--- src/rtl/fxfer_pkg.sv ---
// Shared widths, descriptor field positions, fault classes and decoded form.
// Assumes the fixed 64-bit segment/gate descriptor layout.
package fxfer_pkg;
    localparam int PL_W    = 2;
    localparam int SEL_W   = 16;
    localparam int IDX_W   = SEL_W - PL_W;
    localparam int OFF_W   = 32;
    localparam int HALF_W  = OFF_W / 2;
    localparam int CNT_W   = 5;
    localparam int DESC_W  = 64;

    // Access-byte and field positions within a descriptor
    localparam int TYPE_LO  = 40;
    localparam int S_BIT    = 44;
    localparam int DPL_LO   = 45;
    localparam int CNT_LO   = 32;
    localparam int GSEL_LO  = 16;
    localparam int OFFH_LO  = 48;

    typedef enum logic [1:0] {
        CAUSE_NONE      = 2'd0,
        CAUSE_TYPE      = 2'd1,
        CAUSE_PRIV      = 2'd2,
        CAUSE_JMP_RAISE = 2'd3
    } cause_t;

    typedef struct packed {
        logic              is_code;
        logic              conforming;
        logic              is_gate;
        logic [PL_W-1:0]   dpl;
        logic [IDX_W-1:0]  gidx;
        logic [OFF_W-1:0]  goff;
        logic [CNT_W-1:0]  gcnt;
    } desc_info_t;
endpackage

--- src/rtl/fxfer_desc_decode.sv ---
// Splits a raw descriptor into the fields the privilege rules need.
// Assumes the caller only trusts gate fields when is_gate is set.
module fxfer_desc_decode
    import fxfer_pkg::*;
(
    input  logic [DESC_W-1:0] desc,
    output desc_info_t        info
);
    logic [3:0] dtype;
    logic       sys_n;
    logic       unused_desc_bits;

    assign dtype = desc[TYPE_LO +: 4];
    assign sys_n = desc[S_BIT];
    assign unused_desc_bits = ^{desc[S_BIT+3], desc[CNT_LO+CNT_W +: 3], desc[GSEL_LO +: PL_W]};

    // Field extraction and class decode
    always_comb begin
        info.is_code    = sys_n && dtype[3];
        info.conforming = dtype[2];
        info.is_gate    = !sys_n && (dtype[2:0] == 3'b100);
        info.dpl        = desc[DPL_LO +: PL_W];
        info.gidx       = desc[GSEL_LO+PL_W +: IDX_W];
        info.gcnt       = desc[CNT_LO +: CNT_W];
        info.goff       = {dtype[3] ? desc[OFFH_LO +: HALF_W] : {HALF_W{1'b0}}, desc[0 +: HALF_W]};
    end
endmodule

--- src/rtl/fxfer_rules.sv ---
// Applies the direct, conforming and gate privilege rules to decoded
// descriptors and forms the transfer result. Purely combinational;
// clk/rst_n only time the embedded assertions.
module fxfer_rules
    import fxfer_pkg::*;
(
    input  logic              clk,
    input  logic              rst_n,
    input  logic              is_call,
    input  logic [PL_W-1:0]   cur_pl,
    input  logic [SEL_W-1:0]  ptr_sel,
    input  logic [OFF_W-1:0]  ptr_off,
    input  desc_info_t        src,
    input  desc_info_t        tgt,
    output logic              fault,
    output cause_t            cause,
    output logic [SEL_W-1:0]  sel,
    output logic [OFF_W-1:0]  off,
    output logic [PL_W-1:0]   new_pl,
    output logic              stack_sw,
    output logic [CNT_W-1:0]  pcount
);
    logic [PL_W-1:0] rpl;
    logic [PL_W-1:0] eff;
    logic            unused_tgt_bits;

    assign rpl = ptr_sel[PL_W-1:0];
    assign eff = (cur_pl > rpl) ? cur_pl : rpl;
    assign unused_tgt_bits = ^{tgt.is_gate, tgt.gidx, tgt.goff, tgt.gcnt};

    // Decision tree: type first, then privilege window, then raise rules
    always_comb begin
        fault    = 1'b1;
        cause    = CAUSE_TYPE;
        sel      = '0;
        off      = '0;
        new_pl   = cur_pl;
        stack_sw = 1'b0;
        pcount   = '0;
        if (src.is_code) begin
            if (src.conforming ? (src.dpl <= cur_pl) : (src.dpl == cur_pl)) begin
                fault = 1'b0;
                cause = CAUSE_NONE;
                sel   = {ptr_sel[SEL_W-1:PL_W], cur_pl};
                off   = ptr_off;
            end else begin
                cause = CAUSE_PRIV;
            end
        end else if (src.is_gate) begin
            if (!tgt.is_code) begin
                cause = CAUSE_TYPE;
            end else if (!((tgt.dpl <= eff) && (eff <= src.dpl)) || (tgt.dpl > cur_pl)) begin
                cause = CAUSE_PRIV;
            end else if (!tgt.conforming && (tgt.dpl < cur_pl) && !is_call) begin
                cause = CAUSE_JMP_RAISE;
            end else begin
                fault = 1'b0;
                cause = CAUSE_NONE;
                if (!tgt.conforming && (tgt.dpl < cur_pl)) begin
                    new_pl   = tgt.dpl;
                    stack_sw = 1'b1;
                    pcount   = src.gcnt;
                end
                sel = {src.gidx, new_pl};
                off = src.goff;
            end
        end
    end

    // an accepted gate transfer always sat inside the three-level window
    assert_gate_window_R7: assert property (@(posedge clk) disable iff (!rst_n)
        (!fault && src.is_gate) |-> (tgt.dpl <= eff && eff <= src.dpl));

    // a stack switch only accompanies a strict privilege raise on a CALL
    assert_switch_raises_R8: assert property (@(posedge clk) disable iff (!rst_n)
        stack_sw |-> (new_pl < cur_pl) && is_call);

    // a direct conforming target never changes the level
    assert_conforming_keeps_R4: assert property (@(posedge clk) disable iff (!rst_n)
        (src.is_code && !fault) |-> (new_pl == cur_pl) && !stack_sw);
endmodule

--- src/rtl/far_xfer_gate_check.sv ---
// Top: decodes the referenced and target descriptors, applies the far
// transfer rules and registers the verdict one cycle after the request.
// Assumes descriptors are already fetched and stable with req_valid.
module far_xfer_gate_check
    import fxfer_pkg::*;
(
    input  logic              clk,
    input  logic              rst_n,
    input  logic              req_valid,
    input  logic              req_is_call,
    input  logic [PL_W-1:0]   cur_pl,
    input  logic [SEL_W-1:0]  ptr_sel,
    input  logic [OFF_W-1:0]  ptr_off,
    input  logic [DESC_W-1:0] ref_desc,
    input  logic [DESC_W-1:0] tgt_desc,
    output logic              rsp_valid,
    output logic              rsp_fault,
    output logic [1:0]        rsp_cause,
    output logic [SEL_W-1:0]  rsp_sel,
    output logic [OFF_W-1:0]  rsp_off,
    output logic [PL_W-1:0]   rsp_cpl,
    output logic              rsp_stack_sw,
    output logic [CNT_W-1:0]  rsp_pcount
);
    localparam int N_DESC = 2;

    logic [N_DESC-1:0][DESC_W-1:0] raw;
    desc_info_t                    info [N_DESC];

    logic             d_fault;
    cause_t           d_cause;
    logic [SEL_W-1:0] d_sel;
    logic [OFF_W-1:0] d_off;
    logic [PL_W-1:0]  d_pl;
    logic             d_sw;
    logic [CNT_W-1:0] d_cnt;

    assign raw[0] = ref_desc;
    assign raw[1] = tgt_desc;

    // One identical decoder per descriptor input
    for (genvar g = 0; g < N_DESC; g++) begin : g_dec
        fxfer_desc_decode u_dec (
            .desc (raw[g]),
            .info (info[g])
        );
    end

    fxfer_rules u_rules (
        .clk      (clk),
        .rst_n    (rst_n),
        .is_call  (req_is_call),
        .cur_pl   (cur_pl),
        .ptr_sel  (ptr_sel),
        .ptr_off  (ptr_off),
        .src      (info[0]),
        .tgt      (info[1]),
        .fault    (d_fault),
        .cause    (d_cause),
        .sel      (d_sel),
        .off      (d_off),
        .new_pl   (d_pl),
        .stack_sw (d_sw),
        .pcount   (d_cnt)
    );

    // Response register: clear on reset, capture on each request
    always_ff @(posedge clk) begin
        if (!rst_n) begin
            rsp_valid    <= 1'b0;
            rsp_fault    <= 1'b0;
            rsp_cause    <= 2'd0;
            rsp_sel      <= '0;
            rsp_off      <= '0;
            rsp_cpl      <= '0;
            rsp_stack_sw <= 1'b0;
            rsp_pcount   <= '0;
        end else begin
            rsp_valid <= req_valid;
            if (req_valid) begin
                rsp_fault    <= d_fault;
                rsp_cause    <= d_cause;
                rsp_sel      <= d_sel;
                rsp_off      <= d_off;
                rsp_cpl      <= d_pl;
                rsp_stack_sw <= d_sw;
                rsp_pcount   <= d_cnt;
            end
        end
    end

    // a response follows each request by one cycle, and only then
    assert_resp_follows_R2: assert property (@(posedge clk) disable iff (!rst_n)
        req_valid |=> rsp_valid);
    assert_no_spurious_R2: assert property (@(posedge clk) disable iff (!rst_n)
        !req_valid |=> !rsp_valid);

    // a refused transfer exposes no destination and no stack switch
    assert_fault_quiet_R11: assert property (@(posedge clk) disable iff (!rst_n)
        (rsp_valid && rsp_fault) |-> (rsp_sel == '0) && (rsp_off == '0)
                                     && !rsp_stack_sw && (rsp_pcount == '0));

    // a stack switch is never granted for a JMP
    assert_jmp_no_switch_R9: assert property (@(posedge clk) disable iff (!rst_n)
        req_valid |=> (rsp_stack_sw -> $past(req_is_call)));

    // the granted selector carries the new level in its low bits
    assert_sel_level_R8: assert property (@(posedge clk) disable iff (!rst_n)
        (rsp_valid && !rsp_fault) |-> (rsp_sel[PL_W-1:0] == rsp_cpl));

    // an allowed transfer never makes the level numerically larger
    assert_no_demote_R7: assert property (@(posedge clk) disable iff (!rst_n)
        req_valid |=> (!rsp_fault -> (rsp_cpl <= $past(cur_pl))));
endmodule

--- config.mk ---
export PLATFORM = sky130hd
export DESIGN_NAME = far_xfer_gate_check
export DESIGN_NICKNAME = d
export VERILOG_FILES = /design/src/rtl/fxfer_pkg.sv /design/src/rtl/fxfer_desc_decode.sv /design/src/rtl/fxfer_rules.sv /design/src/rtl/far_xfer_gate_check.sv
export SDC_FILE = /design/constraint.sdc
export NUM_CORES = 1
export LEC_CHECK = 0
export BUFFER_PORTS_ARGS = -buffer_cell sky130_fd_sc_hd__buf_2
export CAP_MARGIN = 0
export CORE_MARGIN = 10
export CORE_UTILIZATION = 40
export CTS_BUF_LIST = sky130_fd_sc_hd__clkbuf_2
export DETAILED_ROUTE_END_ITERATION = 6
export GPL_TIMING_DRIVEN = 1
export PLACE_DENSITY = 0.89
export SYNTH_ARGS = -nofsm -noshare
export SYNTH_HDL_FRONTEND = slang
export SYNTH_SLANG_ARGS = --single-unit
--- constraint.sdc ---
create_clock -name clk -period 3.3 [get_ports clk]
set_input_delay 0.66 -clock clk [delete_from_list [all_inputs] [get_ports clk]]
set_output_delay 0.66 -clock clk [all_outputs]
set_load 0.1 [all_outputs]
==> results of run 1 <==
==> layout make-up <==
cell class / count / share of cell area
repair buffers: 187 / 0.248
flip-flops and latches: 60 / 0.294
clock inverters: 5 / 0.0129
multi-input cells: 274 / 0.393
diodes: 1 / 0.000612
inverters: 9 / 0.00827
well taps: 99 / 0.0303
clock buffers: 11 / 0.0135
==> sequential cells by signal, indices dropped and copies added, names as in the netlist <==
signal and count:
rsp_stack_sw 1, rsp_fault 1, rsp_off 32, rsp_cpl 2, rsp_cause 2, rsp_pcount 5
rsp_sel 16, rsp_valid 1
==> metal layers <==
| metal | part of all wire | vias to the layer above |
|---|---|---|
| li1 | - | 1709 |
| met1 | 0.40 | 1586 |
| met2 | 0.50 | 161 |
| met3 | 0.081 | 17 |
| met4 | 0.021 | 0 |
| met5 | 0 | - |
==> worst max path at each step <==
stage / cells past startpoint / start / slack [ns] / endpoint
finish: 12 / cur_pl[1] / 0.56 / rsp_off[18]
global route: 12 / cur_pl[1] / 0.37 / rsp_off[21]
CTS: 12 / cur_pl[1] / 0.62 / rsp_off[18]
detailed placement: 12 / cur_pl[1] / 0.08 / rsp_off[29]
global placement: 12 / cur_pl[1] / 0.18 / rsp_pcount[0]
floorplan: 11 / cur_pl[1] / 0.41 / rsp_off[0]
==> cells in the final DEF (no fill, tap or decap), types with 2 or more instances in the layout <==
cell type,count
sky130_fd_sc_hd__nand2_1,54
sky130_fd_sc_hd__nand2b_1,7
sky130_fd_sc_hd__o21a_1,2
sky130_fd_sc_hd__a21oi_1,2
sky130_fd_sc_hd__nor2b_1,3
sky130_fd_sc_hd__nor2_1,2
sky130_fd_sc_hd__buf_4,7
sky130_fd_sc_hd__buf_2,176
sky130_fd_sc_hd__ha_1,11
sky130_fd_sc_hd__or3_1,2
sky130_fd_sc_hd__clkinv_2,3
sky130_fd_sc_hd__dfxtp_1,60
sky130_fd_sc_hd__nor4b_2,2
sky130_fd_sc_hd__a31oi_1,54
sky130_fd_sc_hd__a22o_1,2
sky130_fd_sc_hd__nor4_1,2
sky130_fd_sc_hd__inv_1,9
sky130_fd_sc_hd__a21boi_1,4
sky130_fd_sc_hd__o21ai_0,54
sky130_fd_sc_hd__buf_12,4
sky130_fd_sc_hd__nand4_1,5
sky130_fd_sc_hd__a21o_2,3
sky130_fd_sc_hd__clkbuf_2,11
sky130_fd_sc_hd__nand3_1,48
sky130_fd_sc_hd__and2_1,2
sky130_fd_sc_hd__a21boi_0,2
==> power groups by stage <==
stage / sequential [mW] / clock [mW] / combinational, mW
after floorplan: 1.06 / 0 / 0.171
after global placement: 0.791 / 0 / 0.589
after detailed placement: 0.794 / 0 / 0.602
after CTS: 0.778 / 0.459 / 0.603
after global routing: 0.783 / 0.495 / 0.642
final: 0.778 / 0.441 / 0.602
==> cells by family (layout without fill, tap and decap cells) <==
family	after synthesis	count (layout)
AOI/OAI and AO/OA	128	128
adders and majority gates	11	11
buffers and inverters	42	212
DFF	60	60
other	0	1
and+or+nand+nor	135	135
==> worst max-delay path, stage by stage <==
cell and delay, ns:
sky130_fd_sc_hd__buf_2 0.11, sky130_fd_sc_hd__inv_1 0.09, sky130_fd_sc_hd__ha_1 0.34, sky130_fd_sc_hd__or3_1 0.40
sky130_fd_sc_hd__a31oi_1 0.24, sky130_fd_sc_hd__ha_1 0.18, sky130_fd_sc_hd__nor2b_1 0.05, sky130_fd_sc_hd__o21a_1 0.24
sky130_fd_sc_hd__nor4_4 0.32, sky130_fd_sc_hd__buf_12 0.20, sky130_fd_sc_hd__nand3_1 0.10, sky130_fd_sc_hd__a31oi_1 0.18
==> metrics by stage <==
step | area [µm²] | power (mW) | hold slack (ns)
after floorplan | 3010 | 1.23 | 0.813
after global placement | 3980 | 1.38 | 0.458
after detailed placement | 3980 | 1.40 | 0.463
after CTS | 4080 | 1.84 | 0.355
after global routing | 4080 | 1.92 | 0.346
final | 4090 | 1.82 | 0.413
==> flow_results.org, run 1 <==
** Status
- Status :: finished clean

** Floorplanning
- Area enclosed by the die boundary :: approximately 11,000 µm²
- The initialized floorplan defines 31 standard-cell rows.
- In this run the count of I/O pins placed on the die edge is approximately 240.
- In this run the vertical extent of the chip is around 110 µm.
- The die is between 100 and 150 µm wide.
- The floorplan step defined a core boundary enclosing approximately 7300 µm².
- The initial utilization of the core area, before any placement, comes to 0.413.

** Worst setup path
- Crit path DAT :: 3.12 ns
- WP data required :: between 3 and 4 ns
- Kind of launch point of the worst setup path :: input port
- Worst setup slack for register-to-register paths :: about 2.6 ns
- The worst register-to-register path begins at rsp_off[29].
- Critical-path maximum fanout :: 21
- The endpoint identified for the worst register-to-register timing path is rsp_off[29].
- Worst r2r path cells :: 2
- STA classifies the critical path endpoint as a register.
- The worst setup path is of the input port to register kind.

** STA
- Between clock sinks in the finished design, the worst skew comes to 0 ns.
- After layout, the minimum clock period comes to between 2 and 3 ns.
- Final setup viols :: 0
- RSZ-0062 raised after global routing :: no
- The count of final max-slew check failures came to 0.
- At the pin with the least slew margin, the transition time is 0.885 ns.
- Setup total negative slack on the finished layout was measured at 0 ns.
- The worst pin sits at a relative slew slack of 0.410.
- Post-route fraction of the period consumed by the critical path :: 0.830
- Final Hold Vio Count :: 0
- Least setup slack across all paths after layout :: ~0.56 ns
- Derived from the worst setup path, the maximum achievable clock frequency is 0.365 GHz.

** Power and ir drop
- Total power density per cell area :: ~450 nW/µm²
- Maximum vdd drop :: ~0.18 mV
- Of the total power, registers draw 0.427.
- Cell internal power was estimated by the tool at ~1.1 mW.
- Of the total power, combinational logic draws 0.331.
- For this design the static power due to leakage is 1.81 nW.
- The analysis attributes to net switching a power of 0.731 mW.
- Of the total power, the share spent switching nets is 0.401.
- Clock network power share :: 0.242

** CTS
- The clock tree synthesis step divided the H-tree into 3 levels.
- Clock transition at path regs :: approximately 0.18 ns
- In this run the post-CTS setup repair buffer count came out at 0.
- Clock tree synthesis inserted a total of 9 buffers.
- For this design, the sink count on the clock tree is 60.
- Post-cts hold buffer count :: 0
- TritonCTS built the clock tree.
- Worst-Skew Late Latency :: approximately 0.45 ns
- The tree is rooted in a sky130_fd_sc_hd__clkbuf_2.
- Resized cells post-CTS :: 0
- Max clock buf depth :: 2

** Global routing
- For met1 alone, demand over resource in global routing was 0.200.
- In the global route stage, met3 resource usage came out at 0.0551.
- The total overflow left after global routing is 0.
- Maximum number of pins on one net before global-route repair :: slightly above 60
- Tot GR Track Use :: 0.181
- The number of antenna violations at the first check in global routing came to 0.
- The number of global-route vias before repair was between 3,000 and 4,000.
- The first global-routing pass estimated 17,000 µm of wire.
- Met2 track demand over resource in global routing :: 0.316
- GRT Max-Usage Layer :: met2

** Yosys
- Of the post-synthesis cell area, the dominant cell type holds 0.399.
- Cell types occupying the most area after synthesis :: sky130_fd_sc_hd__dfxtp_1 (40%), sky130_fd_sc_hd__a31oi_1 (11%), sky130_fd_sc_hd__o21ai_0 (9.0%)
- The portion of synthesized area spent on multiplexers is 0.
- Of the synthesized area, sequential elements account for 0.399.
- By area, the combinational part of the netlist is dominated by compound AO/OA/AOI/OAI gates.
- Of the total synthesized cell area, the portion taken by AND, OR, NAND and NOR gates is 0.228.
- Yosys Warn Count :: 0
- Summing every instance area after synthesis gives 3010 µm².
- Post-Synth XOR/XNOR Area :: 0
- Counting distinct cell types in the post-synthesis netlist gives 35.
- A synthesized cell averages 8.00 µm².
- Synthesized net count :: approximately 570
- Counting flops and latches in the post-synthesis netlist gives 60.
- After synthesis, the share of flip-flops with an asynchronous set or reset is 0.
- Cell type contributing the most total cell area after synthesis :: sky130_fd_sc_hd__dfxtp_1
- Post-synth top cells :: sky130_fd_sc_hd__dfxtp_1 (60), sky130_fd_sc_hd__a31oi_1 (54), sky130_fd_sc_hd__nand2_1 (54), sky130_fd_sc_hd__o21ai_0 (54), sky130_fd_sc_hd__nand3_1 (48)
- Main flop type after synthesis :: sky130_fd_sc_hd__dfxtp_1
- The cell count after synthesis came out at between 300 and 400.
- Most frequent cell after synthesis :: sky130_fd_sc_hd__dfxtp_1
- Number of flops mapped to enable cells by yosys :: 0
- Of the total synthesized cell area, the portion taken by full adders, half adders and majority gates is 0.0457.
- Synth Area in Compound Gates :: 0.254

** Cells and area
- Summing all multi-input logic gate instances after layout gives between 1500 and 2000 µm².
- In the final layout, flip-flops and latches occupy roughly 1200 µm².
- Post-Layout Cell Count :: about 650
- The filler cells instantiated in the layout total ~700.
- Total Nets Final :: between 700 and 800
- Share of post-route cells with drive strength above 1 :: 0.396
- Area delta synth->final :: 35.8%
- Measured on the finished design, the core utilization comes to 0.560.

** Hold path
- Worst min path class :: input port to register
- Worst hold path depth :: 3
- Hold Path Sink :: rsp_sel[12]
- HP Start :: ptr_sel[12]

** Placed design
- Final weighted congestion of routability-driven global placement :: around 0.84
- Buffers placed on the I/O ports in this run total about 180.
- Placed cell count :: roughly 630
- Timing analysis after detailed placement gives a worst setup slack of around 0.076 ns.
- Post-detailed-placement half-perimeter wirelength :: between 8000 and 9000 µm

** Job
- Max-cap violations :: 0

** Drt
- Before antenna repair, the detailed router went through 4 iterations.
- For this block, the initial DRC count from the detailed router was between 150 and 200.
- Vias/cell :: approximately 5.4
- For this block, the routed nets add up to about 11,000 µm of wire.
- DR vias :: about 3,500
- Number of remaining DRC errors :: 0
- The count of nets left with antenna violations once routing finished came out at 0.
- Wire length per cell :: around 17 µm
(Power assumes the default switching activity.)
==> run 2, diff against run 1 <==
--- a/config.mk
+++ b/config.mk
@@ -5,14 +5,15 @@
 export SDC_FILE = /design/constraint.sdc
 export NUM_CORES = 1
 export LEC_CHECK = 0
+export ABC_AREA = 1
 export BUFFER_PORTS_ARGS = -buffer_cell sky130_fd_sc_hd__buf_2
 export CAP_MARGIN = 0
 export CORE_MARGIN = 10
-export CORE_UTILIZATION = 40
+export CORE_UTILIZATION = 39
 export CTS_BUF_LIST = sky130_fd_sc_hd__clkbuf_2
 export DETAILED_ROUTE_END_ITERATION = 6
 export GPL_TIMING_DRIVEN = 1
-export PLACE_DENSITY = 0.89
+export PLACE_DENSITY = 0.87
 export SYNTH_ARGS = -nofsm -noshare
 export SYNTH_HDL_FRONTEND = slang
 export SYNTH_SLANG_ARGS = --single-unit
==> constraint.sdc (replaced) <==
create_clock -name clk -period 2.2 [get_ports clk]
set_input_delay 0.44 -clock clk [delete_from_list [all_inputs] [get_ports clk]]
set_output_delay 0.44 -clock clk [all_outputs]
set_load 0.1 [all_outputs]
==> flow_results.org, run 2 <==
** Power and ir drop
- The sequential cell fraction of total power came to 0.429 (+0.002).
- The sum of internal, switching and leakage power is 2.72 mW (+49%).
- The leakage power figure is 2.14 nW (+18%).
- Switching fraction of total power :: 0.436 (+0.0345)
- Total power density per cell area :: 597 nW/µm² (+34%)
- Internal power summed over all cells :: 1.54 mW (+41%)
- Clock network power share :: 0.194 (-0.048)
- Maximum vdd drop :: 0.209 mV (+14%)
- Fraction of power consumed by combinational cells :: 0.377 (+0.046)
- Net switching power figure :: 1.19 mW (+62%)

** Worst setup path
- Critical-path maximum fanout :: 27 (+29%)
- Beginning of the worst register-to-register path :: rsp_sel[2]
- The cell depth of the worst flop-to-flop path came to 2 (unchanged).
- The peak per-stage delay on the critical path was 0.27 ns (-0.13 ns).
- Kind of launch point of the worst setup path :: input port
- STA classifies the critical path endpoint as a register.
- The register-to-register setup slack came to 1.50 ns (-1.07 ns).
- The critical path is of the input port to register type.
- Crit path DAT :: 2.44 ns (-0.68 ns)
- Cell type of the slowest stage on the worst timing path :: sky130_fd_sc_hd__ha_1
- Endpoint of the worst register-to-register path :: rsp_sel[2]
- WP data required :: 2.58 ns (-1.10 ns)
- The critical path goes through buf_2 > inv_6 > ha_4 > nor2_2 > o22ai_2 > nand2_1 > o21a_1 > inv_1 > ha_1 > nand2_1 > nand2_2 > nand3_4 > nor2_4 > buf_12 > nand3_2 > a21oi_2.
- Most used cell along the critical path :: sky130_fd_sc_hd__nand2_1

** Floorplanning
- Initial cell density of the core :: 0.397 (-0.0157)
- Die boundary height :: 114 µm (+6.8%)
- Core Rows :: 34 (+9.7%)
- I/O pin count :: 242 (unchanged)
- The die outline area was 13,000 µm² (+14%).
- The placeable core area was 8680 µm² (+19%).
- The horizontal extent of the die came to 114 µm (+6.8%).

** Placed design
- Number of input and output port buffers inserted :: 176 (unchanged)
- Place WS :: -0.338 ns (-0.415 ns)
- The placer's final routability congestion estimate came to 0.845 (+0.97%).
- Post-detailed-placement half-perimeter wirelength :: 9080 µm (+12%)

** Yosys
- Number of flops mapped to enable cells by yosys :: 0 (unchanged)
- The total nets after synthesis came to 639 (+12%).
- The number of synthesis warnings was 0 (unchanged).
- Ranked by total cell area, the synthesized netlist is headed by sky130_fd_sc_hd__dfxtp_1 (35%), sky130_fd_sc_hd__a21oi_1 (8.7%), sky130_fd_sc_hd__nand3_2 (8.7%).
- Main flop type after synthesis :: sky130_fd_sc_hd__dfxtp_1
- Mapped cell area :: 3440 µm² (+14%)
- The count of mapped cells out of synthesis is 446 (+19%).
- The count of distinct cell types in the synthesized netlist is 29 (-17%).
- Post-synth top area share :: 0.349 (-0.0505)
- The biggest area contributor in the post-synthesis netlist is sky130_fd_sc_hd__dfxtp_1.
- Proportion of synthesized flip-flops having asynchronous set or reset :: 0 (unchanged)
- Post-synth top cells :: sky130_fd_sc_hd__a21oi_1 (60), sky130_fd_sc_hd__dfxtp_1 (60), sky130_fd_sc_hd__o21ai_0 (53)
- Fraction of the yosys area taken by sequential cells :: 0.349 (-0.0505)
- Register bit total from synthesis :: 60 (unchanged)
- Syn_area_per_cell :: 7.72 µm² (-3.5%)

** STA
- RSZ-0062 raised after global routing :: no
- Final clock skew :: 0 ns (unchanged)
- Post-route fraction of the period consumed by the critical path :: 0.937
- The tightest slew margin relative to the limit came to 0.575 (+0.165).
- The worst path in the final design needs a cycle of ~2.1 ns, including I/O delays and setup.
- The accumulated negative setup slack was 0 ns (unchanged).
- The final-report hold violation count came to 0 (unchanged).
- Max-slew violation count :: 0 (unchanged)
- Derived from the worst setup path, the maximum achievable clock frequency is about 0.49 GHz.
- Least setup slack across all paths after layout :: 0.138 ns (-0.424 ns)
- The worst slack on hold paths came to 0.190 ns (-0.223 ns).
- The number of endpoints failing setup at the final stage came to 0 (unchanged).
- Slew at the pin with the worst max-slew slack :: 0.636 ns (-0.249 ns)

** Cells and area
- Combined flip-flop and latch cell area :: 1200 µm² (unchanged)
- Most flops, register :: rsp_off
- The number of filler cells placed in the layout is 850 (+22%).
- The library cell used most frequently in the layout, excluding fill and tap cells, is sky130_fd_sc_hd__buf_2.
- Largest registers :: rsp_off (32), rsp_sel (16), rsp_pcount (5)
- Total Nets Final :: 810 (+10%)
- Multi-input logic area :: 1900 µm² (+18%)
- Leading cell types in the layout, fill and taps excluded :: sky130_fd_sc_hd__buf_2 (176), sky130_fd_sc_hd__a21oi_1 (60), sky130_fd_sc_hd__dfxtp_1 (60), sky130_fd_sc_hd__o21ai_0 (53), sky130_fd_sc_hd__nand2_1 (41)
- Share of post-route cells with drive strength above 1 :: 0.460 (+0.0641)
- Number of flip-flops under the largest register name :: 32 (unchanged)
- Area delta synth->final :: 32.4%
- Layout Utilization :: 0.525 (-0.0350)

** Hold path
- In this run the worst hold path is classified as input port to register.
- HP Start :: ref_desc[26]
- Worst hold path depth :: 3 (unchanged)
- Hold Path Sink :: rsp_sel[10]

** Drt
- The wire length per cell after detailed routing is 16.2 µm (-2.5%).
- Number of remaining DRC errors :: 0 (unchanged)
- Post-route ant nets :: 0 (unchanged)
- The via density per instance is 5.23 (-2.8%).
- DR pass1 iterations :: 5 (+1)
- The starting DRC count in detailed routing is 306 (+59%).
- Wire length after detailed routing :: 11,800 µm (+10%)
- DR vias :: 3,810 (+9.7%)

** CTS
- CTS tree :: yes
- The hold-fix buffer count after cts is 0 (unchanged).
- Post-CTS setup buffer count :: 0 (unchanged)
- Worst-Skew Late Latency :: 0.45 ns (about the same)
- The CTS sink count is 60 (unchanged).
- Number of buffers created by CTS :: 9 (unchanged)
- Max clock buf depth :: 2 (unchanged)
- The H-tree depth came to 3 (unchanged).
- Resized cells post-CTS :: 0 (unchanged)
- Clock tree synthesis selected as its root buffer the cell sky130_fd_sc_hd__clkbuf_2.
- The CTS clock-pin slew for the worst setup and hold paths came to 0.18 ns (about the same).

** Global routing
- Maximum number of pins on one net before global-route repair :: 57 (-6.6%)
- Tot GR Track Use :: 0.173 (-0.00862)
- Total congestion overflow after global routing :: 0 (unchanged)
- Global-route wire length before repair :: 18,700 µm (+9.9%)
- The number of antenna violations at the first check in global routing was 1 (+1).
- The number of global-route vias before repair was 3,817 (+7.6%).

** Job
- Max-cap violations :: 0 (unchanged)

** Status
- Status :: finished clean
-- run 2: final cells by class --
| cell class | count | share of cell area |
|---|---|---|
| Timing Repair Buffer | 193 | 0.232 |
| Antenna cell | 1 | 0.000549 |
| Sequential cell | 60 | 0.263 |
| Clock inverter | 5 | 0.00686 |
| Clock buffer | 9 | 0.00988 |
| Inverter | 47 | 0.0409 |
| Tap cell | 108 | 0.0296 |
| Multi-Input combinational cell | 306 | 0.417 |
-- run 2: worst max-delay path by stage --
| stage | start | endpoint | slack, ns | cells after the start |
|---|---|---|---|---|
| after floorplan | ptr_sel[1] | rsp_sel[10] | 0.001 | 16 |
| after global placement | ptr_sel[1] | rsp_sel[10] | -0.27 | 16 |
| after detailed placement | ptr_sel[1] | rsp_off[31] | -0.34 | 16 |
| after CTS | ptr_sel[1] | rsp_off[31] | 0.18 | 16 |
| after global routing | cur_pl[0] | rsp_off[31] | 0.03 | 18 |
| final | ptr_sel[1] | rsp_off[20] | 0.14 | 16 |
-- run 2: cell families (layout without fill, tap and decap cells) --
logic type,count (synthesis),in the layout,share of synthesized area
compound gates,159,159,0.273
flops,60,60,0.349
simple gates,136,136,0.226
fa+ha+maj,11,11,0.0400
buf+inv,80,254,0.113
other cells,0,1,0
-- run 2: power by group through the flow --
stage | clock, mW | combinational [mW] | sequential, mW
final | 0.528 | 1.03 | 1.17
after CTS | 0.552 | 1.03 | 1.17
after global routing | 0.606 | 1.09 | 1.18
after detailed placement | 0 | 1.03 | 1.19
after floorplan | 0 | 0.377 | 1.59
after global placement | 0 | 1.01 | 1.19
-- run 2: per-stage QoR --
stage               instance area [µm²]  std cells
detailed placement                 4480        714
global route                       4560        729
global placement                   4480        714
floorplan                          3490        446
finish                             4560        729
CTS                                4560        728
-- run 2: routing by layer --
metal / vias up / wire [µm] / track usage
li1: 1857 / - / -
met1: 1784 / 4690 / 0.200
met2: 149 / 5820 / 0.289
met3: 20 / 1050 / 0.0520
met4: 0 / 244 / 0.0744
met5: - / 0 / 0
-- run 2: worst max-delay path, delay by kind of cell --
| kind | cells | cell delay (ns) |
|---|---|---|
| buf+inv | 4 | 0.45 |
| fa+ha+maj | 2 | 0.51 |
| simple gates | 7 | 0.67 |
| compound gates | 3 | 0.36 |
==> run 3, diff against run 2 <==
==> constraint.sdc (replaced) <==
create_clock -name clk -period 2.2 [get_ports clk]
set_input_delay 0.33 -clock clk [delete_from_list [all_inputs] [get_ports clk]]
set_output_delay 0.33 -clock clk [all_outputs]
set_load 0.1 [all_outputs]
==> flow_results.org, run 3 (synthesized netlist as in run 2, its figures left out) <==
** Worst setup path
- Critical path cell sequence :: buf_2 > inv_1 > ha_1 > nor2_1 > o22ai_1 > nand2_1 > o21a_1 > inv_1 > ha_1 > nand2_1 > nand2_1 > nand3_4 > nor2_4 > buf_12 > nand3_1 > a21oi_1
- The worst setup path is of the input port to register kind.
- Beginning of the worst register-to-register path :: rsp_sel[3]
- Type of element capturing the critical path :: register
- Startpoint of the worst setup timing path :: cur_pl[1]
- The peak per-stage delay on the critical path was 0.31 ns (+0.04 ns).
- Kind of launch point of the worst setup path :: input port
- WP data required :: 2.58 ns (about the same)
- Most used cell along the critical path :: sky130_fd_sc_hd__nand2_1
- Among all stages on the critical path, the largest delay is contributed by sky130_fd_sc_hd__ha_1.
- Critical-path maximum fanout :: 22 (-19%)
- The critical path data arrival time came to 2.42 ns (-0.02 ns).

** Cells and area
- Number of flip-flops under the largest register name :: 32 (unchanged)
- Post-Layout Cell Count :: 729 (unchanged)
- Most flops, register :: rsp_off
- Area delta synth->final :: 31.3%
- Layout Cell Area excl Fill :: 4520 µm² (-0.77%)
- Leading cell type in the layout, fill and taps excluded :: sky130_fd_sc_hd__buf_2
- The number of nets in the final layout was 808 (-0.25%).
- Largest registers :: rsp_off (32), rsp_sel (16), rsp_pcount (5)
- Leaving out fill and tap cells, the most frequent cells in the layout are sky130_fd_sc_hd__buf_2 (176), sky130_fd_sc_hd__a21oi_1 (60), sky130_fd_sc_hd__dfxtp_1 (60), sky130_fd_sc_hd__o21ai_0 (53), sky130_fd_sc_hd__inv_1 (44).
- Layout Utilization :: 0.521 (-0.00404)
- The ratio of cells with drive above 1 in the final layout was 0.442 (-0.0177).

** Floorplanning
- Area enclosed by the die boundary :: 13,000 µm² (unchanged)
- The row count is 34 (unchanged).
- The initial cell density of the core is 0.397 (unchanged).
- The placeable core area came to 8680 µm² (unchanged).
- I/O pin count :: 242 (unchanged)
- Horizontal extent of the die :: 114 µm (unchanged)
- The chip height came to 114 µm (unchanged).

** CTS
- The hold-fix buffer count after cts came to 0 (unchanged).
- Post-CTS setup buffer count :: 0 (unchanged)
- Resized cells post-CTS :: 0 (unchanged)
- Max clock buf depth :: 2 (unchanged)
- The tree is rooted in a sky130_fd_sc_hd__clkbuf_2.
- TritonCTS built the clock tree.
- TritonCTS sink count :: 60 (unchanged)
- The number of buffers created by CTS was 9 (unchanged).
- The insertion delay to the later sink of the worst-skew pair was 0.44 ns (about the same).
- Maximum level of the CTS H-tree :: 3 (unchanged)
- Clock transition at path regs :: 0.21 ns (+0.03 ns)

** Global routing
- Maximum number of pins on one net before global-route repair :: 39 (-32%)
- Number of antenna violations at the first check in global routing :: 1 (unchanged)
- Tot GR Track Use :: 0.174 (+0.00146)
- Total congestion overflow after global routing :: 0 (unchanged)
- The first-pass GRT wire length came to 18,700 µm (+0.37%).
- Vias in the first global route :: 3,850 (+0.86%)

** Placed design
- Placed cell count :: 712 (-0.28%)
- Final weighted congestion of routability-driven global placement :: 0.831 (-1.7%)
- Post-detailed-placement half-perimeter wirelength :: 8930 µm (-1.6%)
- Number of input and output port buffers inserted :: 176 (unchanged)
- Place WS :: -0.320 ns (+0.0189 ns)
- Area after detailed placement :: 4420 µm² (-1.4%)

** STA
- The number of endpoints failing setup at the final stage was 0 (unchanged).
- The final-report hold violation count is 0 (unchanged).
- Hold_ws :: 0.0763 ns (-0.114 ns)
- RSZ-0062 raised after global routing :: no
- The tightest slew margin relative to the limit is 0.583 (+0.00787).
- Final critical path time including I/O delays and setup :: 2.05 ns (-0.0149 ns)
- The count of final max-slew check failures was 0 (unchanged).
- Post-route fraction of the period consumed by the critical path :: 0.930 (-0.00677)
- The worst setup margin was 0.153 ns (+0.0149 ns).
- The worst clock skew was 0 ns (unchanged).
- Slew at the pin with the worst max-slew slack :: 0.624 ns (-0.0118 ns)
- Achievable Freq :: 0.489 GHz (+0.73%)
- The accumulated negative setup slack is 0 ns (unchanged).

** Power and ir drop
- The worst vdd rail ir drop was 0.241 mV (+15%).
- Leakage Power :: 2.15 nW (+0.68%)
- Total Power :: 2.84 mW (+4.5%)
- Total power density per cell area :: 628 nW/µm² (+5.3%)

** Status
- Status :: finished clean

** Drt
- DR vias :: 3,714 (-2.5%)
- Wire length after detailed routing :: 11,800 µm (about the same)
- Violation count after the first detailed-route iteration :: 303 (-0.98%)
- The post-detailed-route count of antenna-violating nets is 0 (unchanged).
- The via density per instance was 5.09 (-2.5%).
- The residual DRC count was 0 (unchanged).
- DR pass1 iterations :: 4 (-1)
- Wire length per cell :: 16.2 µm (about the same)

** Job
- The max-capacitance violation count is 0 (unchanged).

** Hold path
- The worst hold path begins at ref_desc[14].
- Worst min path class :: input port to register
[run 3: cell types whose count changed in the layout (fill, tap and decap cells not counted), sizes merged]
| cell | previous run | this run |
|---|---|---|
| bufinv | 0 | 1 |
| clkinvlp | 3 | 1 |
| buf | 193 | 191 |
| clkinv | 3 | 5 |
| clkbuf | 9 | 10 |
[run 3: per-layer routing]
| layer | GRT usage | up-vias | part of all wire |
|---|---|---|---|
| met5 | 0 | - | 0 |
| met4 | 0.0777 | 0 | 0.019 |
| met3 | 0.0472 | 16 | 0.079 |
| met2 | 0.315 | 134 | 0.52 |
| met1 | 0.184 | 1703 | 0.39 |
| li1 | - | 1861 | - |
[run 3: cell type report]
| type | count | area (µm²) |
|---|---|---|
| tap | 108 | 135 |
| timing repair buffer | 191 | 1040 |
| clock inverter | 6 | 55.1 |
| sequential | 60 | 1200 |
| fill | 847 | 4150 |
| inverter | 47 | 176 |
| antenna | 1 | 2.50 |
| clock buffer | 10 | 50.0 |
| multi-input combinational | 306 | 1860 |
[run 3: path summary, 6_finish.rpt]
path                        to  slack [ns]  depth (start not counted)
setup / recovery   rsp_off[31]        0.15                         16
setup reg to reg    rsp_sel[3]        1.48                          2
hold / removal     rsp_off[14]        0.08                          3
hold reg to reg   rsp_stack_sw        0.47                          2
[run 3: critical path, delay by kind of cell]
| kind | cells | cell delay [ns] |
|---|---|---|
| AOI/OAI and AO/OA | 3 | 0.38 |
| buffers and inverters | 4 | 0.41 |
| and+or+nand+nor | 7 | 0.71 |
| adders and majority gates | 2 | 0.57 |
[run 3: power breakdown]
part	internal [mW]	switching, mW
Combinational	0.254	0.754
Clock	0.256	0.410
Sequential	1.14	0.0257
Total	1.65	1.19
